===== src/rtl/sst_pkg.sv =====
package sst_pkg;
  localparam int DATA_W = 8;
  localparam int CNT_W  = $clog2(DATA_W + 1);

  typedef struct packed {
    logic              nine;
    logic [DATA_W:0]   bits;
  } word_t;
endpackage


===== src/rtl/sst_edge_sync.sv =====
module sst_edge_sync #(
  parameter int STAGES = 2
) (
  input  logic clk,
  input  logic rst,
  input  logic async_in,
  output logic fall
);
  logic [STAGES:0] pipe;

  always_ff @(posedge clk) begin
    if (rst) pipe[0] <= 1'b0;
    else     pipe[0] <= async_in;
  end

  for (genvar i = 1; i <= STAGES; i++) begin : g_stage
    always_ff @(posedge clk) begin
      if (rst) pipe[i] <= 1'b0;
      else     pipe[i] <= pipe[i-1];
    end
  end

  assign fall = pipe[STAGES] & ~pipe[STAGES-1];
endmodule


===== src/rtl/sst_hold.sv =====
module sst_hold import sst_pkg::*; (
  input  logic  clk,
  input  logic  rst,
  input  logic  active,
  input  logic  capture,
  input  logic  take,
  input  word_t cap_word,
  output logic  full,
  output word_t word
);
  always_ff @(posedge clk) begin
    if (rst || !active) begin
      full <= 1'b0;
      word <= '0;
    end else if (capture) begin
      full <= 1'b1;
      word <= cap_word;
    end else if (take) begin
      full <= 1'b0;
    end
  end


  hold_keep_chk: assert property (@(posedge clk) disable iff (rst)
    (full && !take && active) |=> (full && $stable(word)));
endmodule


===== src/rtl/sst_shifter.sv =====
module sst_shifter import sst_pkg::*; (
  input  logic  clk,
  input  logic  rst,
  input  logic  active,
  input  logic  fall,
  input  logic  load,
  input  word_t ld_word,
  output logic  empty,
  output logic  sdo,
  output logic  req_next
);
  logic [DATA_W:0]  sreg;
  logic [CNT_W-1:0] cnt;
  logic [CNT_W-1:0] last;
  logic             at_last;

  assign at_last  = (cnt == last);
  assign req_next = empty | (fall & at_last);

  always_ff @(posedge clk) begin
    if (rst || !active) begin
      empty <= 1'b1;
      sdo   <= 1'b1;
      cnt   <= '0;
      last  <= '0;
      sreg  <= '0;
    end else if ((!empty && fall && at_last && load) || (empty && load)) begin
      sreg  <= ld_word.bits;
      sdo   <= ld_word.bits[0];
      cnt   <= '0;
      last  <= ld_word.nine ? CNT_W'(DATA_W) : CNT_W'(DATA_W - 1);
      empty <= 1'b0;
    end else if (!empty && fall) begin
      if (at_last) begin
        empty <= 1'b1;
        sdo   <= 1'b1;
      end else begin
        cnt  <= cnt + 1'b1;
        sreg <= {1'b0, sreg[DATA_W:1]};
        sdo  <= sreg[1];
      end
    end
  end


  no_edge_hold_chk: assert property (@(posedge clk) disable iff (rst)
    (active && !fall && !load) |=> ($stable(sdo) && $stable(empty)));


  idle_line_high_chk: assert property (@(posedge clk) disable iff (rst)
    empty |-> sdo);
endmodule


===== src/rtl/sync_slave_tx.sv =====
module sync_slave_tx import sst_pkg::*; #(
  parameter int SYNC_STAGES = 2
) (
  input  logic              clk,
  input  logic              rst,
  input  logic              ext_sclk,
  input  logic              port_en,
  input  logic              sync_mode,
  input  logic              clk_src_int,
  input  logic              rx_cont_en,
  input  logic              rx_single_en,
  input  logic              tx_en,
  input  logic              nine_bit,
  input  logic              irq_en,
  input  logic              wr_en,
  input  logic [DATA_W-1:0] wr_data,
  input  logic              wr_bit9,
  output logic              sdo,
  output logic              hold_empty,
  output logic              shift_empty,
  output logic              irq
);
  logic  active, fall, hold_full, sh_empty, req_next;
  logic  wr_acc, direct, capture, take, load;
  word_t in_word, hold_word, ld_word;

  assign active  = port_en & sync_mode & ~clk_src_int & ~rx_cont_en
                 & ~rx_single_en & tx_en;
  assign in_word = '{nine: nine_bit, bits: {wr_bit9 & nine_bit, wr_data}};
  assign wr_acc  = wr_en & active & ~hold_full;
  assign direct  = wr_acc & sh_empty;
  assign capture = wr_acc & ~sh_empty;
  assign take    = req_next & hold_full & active;
  assign load    = direct | take;
  assign ld_word = take ? hold_word : in_word;

  sst_edge_sync #(.STAGES(SYNC_STAGES)) u_sync (
    .clk(clk), .rst(rst), .async_in(ext_sclk), .fall(fall)
  );

  sst_hold u_hold (
    .clk(clk), .rst(rst), .active(active), .capture(capture), .take(take),
    .cap_word(in_word), .full(hold_full), .word(hold_word)
  );

  sst_shifter u_shift (
    .clk(clk), .rst(rst), .active(active), .fall(fall), .load(load),
    .ld_word(ld_word), .empty(sh_empty), .sdo(sdo), .req_next(req_next)
  );

  always_ff @(posedge clk) begin
    if (rst) irq <= 1'b0;
    else     irq <= irq_en & ~hold_full;
  end

  assign hold_empty  = ~hold_full;
  assign shift_empty = sh_empty;


  handoff_chk: assert property (@(posedge clk) disable iff (rst)
    take |=> (hold_empty && !shift_empty));


  irq_gate_chk: assert property (@(posedge clk) disable iff (rst)
    !$past(rst) |-> (irq == $past(irq_en && hold_empty)));


  inactive_clear_chk: assert property (@(posedge clk) disable iff (rst)
    !active |=> (hold_empty && shift_empty && sdo));


  pending_wait_chk: assert property (@(posedge clk) disable iff (rst)
    (capture && !fall) |=> !hold_empty);
endmodule


===== config.mk =====
export PLATFORM = sky130hd
export DESIGN_NAME = sync_slave_tx
export DESIGN_NICKNAME = d
export VERILOG_FILES = /design/src/rtl/sst_pkg.sv /design/src/rtl/sst_edge_sync.sv /design/src/rtl/sst_hold.sv /design/src/rtl/sst_shifter.sv /design/src/rtl/sync_slave_tx.sv
export SDC_FILE = /design/constraint.sdc
export NUM_CORES = 1
export LEC_CHECK = 0
export BUFFER_PORTS_ARGS = -buffer_cell sky130_fd_sc_hd__buf_2
export CAP_MARGIN = 20
export CORE_AREA = 4 4 65 67
export CTS_BUF_LIST = sky130_fd_sc_hd__clkbuf_4 sky130_fd_sc_hd__clkbuf_8 sky130_fd_sc_hd__clkbuf_16
export DETAILED_ROUTE_END_ITERATION = 8
export DIE_AREA = 0 0 69 71
export PLACE_DENSITY_LB_ADDON = 0.25
export SYNTH_ARGS = -nofsm -noshare
export SYNTH_HDL_FRONTEND = slang
export SYNTH_SLANG_ARGS = --single-unit

===== constraint.sdc =====
create_clock -name clk -period 3.3 [get_ports clk]
set_input_delay 0.66 -clock clk [delete_from_list [all_inputs] [get_ports clk]]
set_output_delay 0.66 -clock clk [all_outputs]
set_load 0.05 [all_outputs]

==> impl_metrics.json <==
{
  "status": "completed",
  "worstSetupPathType": "primary input to flip-flop",
  "drc": 0,
  "grt_first_pass_wirelength_mm": 4.93,
  "cts.repair.resized": 0,
  "dieWidth_um": 69,
  "timing.critical_path.to_type": "flip-flop",
  "drv_cap": 0,
  "synth_nets": 171,
  "critical_path_required_ps": 3490,
  "vdd_drop_max_uv": 262,
  "slew_violations": 0,
  "synth-main-ff-cell": "dfxtp_1",
  "clk_pin_slew_ps": 70,
  "grt_use_total_pct": 12.4,
  "cts.htree.levels": 2,
  "rsz0062_at_grt": "false",
  "layout_commonest_cell": "dfxtp_1",
  "max_freq_ghz": 0.508,
  "finalHoldViolations": 0,
  "crit_arrival_ps": 2160,
  "whs_ps": 439,
  "row_count": 22,
  "min_period_ps": 1970,
  "start_kind": "primary input",
  "syn_inst": 149,
  "gp_congestion": 0.736,
  "slowest_delay_ps": 450,
  "drtAntennaViolNets": 0,
  "antenna_cells": 0,
  "finalCritPeriodShare_pct": 59.7,
  "leakagePower_nw": 0.732,
  "setup_viol": 0,
  "cts_hold_buf": 0,
  "critPathMaxFanout": 11,
  "cts.sinks": 31,
  "dr.pass1.iters": 5,
  "synth_area_um2": 1430,
  "core_um2": 3630,
  "clock_path_buffers": 2,
  "vias_per_cell": 5.10,
  "synth_edf_count": 0,
  "ios": 25,
  "worst_pin_slew_ps": 706,
  "grt_start_max_net_pins": 16,
  "ys_types": 36,
  "io_buffers": 24,
  "dpl.hpwl_mm": 2.19,
  "max_slew_margin_pct": 52.8,
  "ys_async_sr_fraction_pct": 0,
  "fin_skew_ps": 4.18,
  "final_cell_mix": "31 x dfxtp_1, 24 x buf_2, 20 x nor2_1, 20 x mux2i_1, 10 x inv_1",
  "start_util_pct": 39.2,
  "fin_setup_tns_ps": 0,
  "setup_slack_ps": 1330,
  "worstPathCellList": "buf_2 > and4bb_1 > nand3_1 > mux2i_1 > and2_1 > a211oi_1",
  "postSynthAreaPerCell_um2": 9.56,
  "slowest_stage": "nand3_1",
  "powerDensity_nw_per_um2": 470,
  "antenna_found_initial": 0,
  "vias": 1142,
  "fp.dieArea_um2": 4900,
  "dp_slack_ps": 1030,
  "cts_tree": "done",
  "final_layout_size_suffix_gt1_share_pct": 24.4,
  "drt_iter0_markers": 41,
  "synth_warnings": 0,
  "yosys_register_bits": 31,
  "syn_to_final_growth_pct": 19.3,
  "insertion_delay_ps": 290,
  "grt-ovfl-total": 0,
  "cts_buffers": 5,
  "grt_pass1_vias": 1103,
  "post_cts_buffers": 0,
  "cts_root_buf": "clkbuf_8",
  "wire_per_inst_um": 12.9,
  "fin_nets": 197,
  "wl_mm": 2.89,
  "synth-seq-area-share_pct": 43.5,
  "holdCritPathClass": "flip-flop to flip-flop",
  "die_y_um": 71
}
==> synthesized netlist by cell type (3+ instances only) <==
library cell | n | area share [%]
inv_1 | 10 | 2.6
o21ai_1 | 3 | 1.1
dfxtp_1 | 31 | 44
a21oi_1 | 5 | 1.8
o21ai_0 | 7 | 2.5
a31oi_1 | 3 | 1.3
a221oi_1 | 5 | 3.1
nand3_1 | 4 | 1.4
xor2_1 | 3 | 1.8
nor2_1 | 20 | 5.3
nor2b_1 | 5 | 2.2
mux2i_1 | 20 | 14
nand2_1 | 3 | 0.79
a211oi_1 | 4 | 2.1
buf_2 | 3 | 1.1
==> through the flow <==
step	utilization (%)	power [mW]	instances	instance area [um2]
3_3_place_gp	43.6	0.419	216	1580
5_1_grt	46.8	0.826	224	1700
4_1_cts	46.8	0.808	224	1700
6_report	46.8	0.800	224	1700
2_1_floorplan	-	0.402	149	1430
3_5_place_dp	43.6	0.420	216	1580
==> where the power goes <==
| part | internal (mW) | total (mW) | switching [mW] |
|---|---|---|---|
| Clock | 0.244 | 0.388 | 0.144 |
| Combinational | 0.0165 | 0.0345 | 0.0180 |
| Sequential | 0.376 | 0.377 | 0.000946 |
| Total | 0.637 | 0.800 | 0.163 |
==> final cells by class <==
class	count	area (um2)
Tap cell	48	60.1
Sequential cell	31	621
Inverter	10	37.5
Clock buffer	6	82.6
Fill cell	365	1930
Clock inverter	2	35.0
Timing Repair Buffer	24	120
Multi-Input combinational cell	103	744
==> routing by layer <==
| layer | GRT usage, % | up-vias | share of wire (%) |
|---|---|---|---|
| met4 | 4.56 | 0 | 1.7 |
| met3 | 4.26 | 5 | 5.0 |
| met2 | 20.6 | 28 | 47 |
| met5 | 0 | - | 0 |
| met1 | 14.8 | 534 | 46 |
| li1 | - | 575 | - |
==> worst max-delay path: cells and delay by family <==
kind,cells,cell delay (ps)
buf+inv,1,90
simple gates,3,940
mux,1,260
compound gates,1,210
==> cells by family after synthesis <==
family | synth area share [%]
AND/OR/NAND/NOR | 18.2
AO/OA/AOI/OAI | 15.9
flip-flops | 43.5
multiplexers | 14.8
buffers and inverters | 4.21
XOR/XNOR | 2.46
adder cells (fa/ha/maj) | 0.878
==> worst paths after layout <==
| kind | to | depth (start not counted) | start | slack (ps) |
|---|---|---|---|---|
| max | u_shift.sreg[6]$_SDFFE_PP0P_ | 6 | rx_cont_en | 1330 |
| min | u_sync.pipe[1]$_SDFF_PP0_ | 1 | u_sync.pipe[0]$_SDFF_PP0_ | 440 |
| max reg2reg | u_shift.sreg[6]$_SDFFE_PP0P_ | 4 | u_hold.full$_SDFFE_PP0P_ | 1560 |
| min reg2reg | u_sync.pipe[1]$_SDFF_PP0_ | 1 | u_sync.pipe[0]$_SDFF_PP0_ | 440 |
==> sequential cells by signal, indices dropped and copies added (netlist names) <==
register	cells
u_hold.word	10
u_shift.sreg	8
u_shift.cnt	4
u_sync.pipe	3
u_shift.last	2
irq	1
u_hold.full	1
u_shift.empty	1
u_shift.sdo	1
Note: power is estimated with default switching activity, not from simulation.
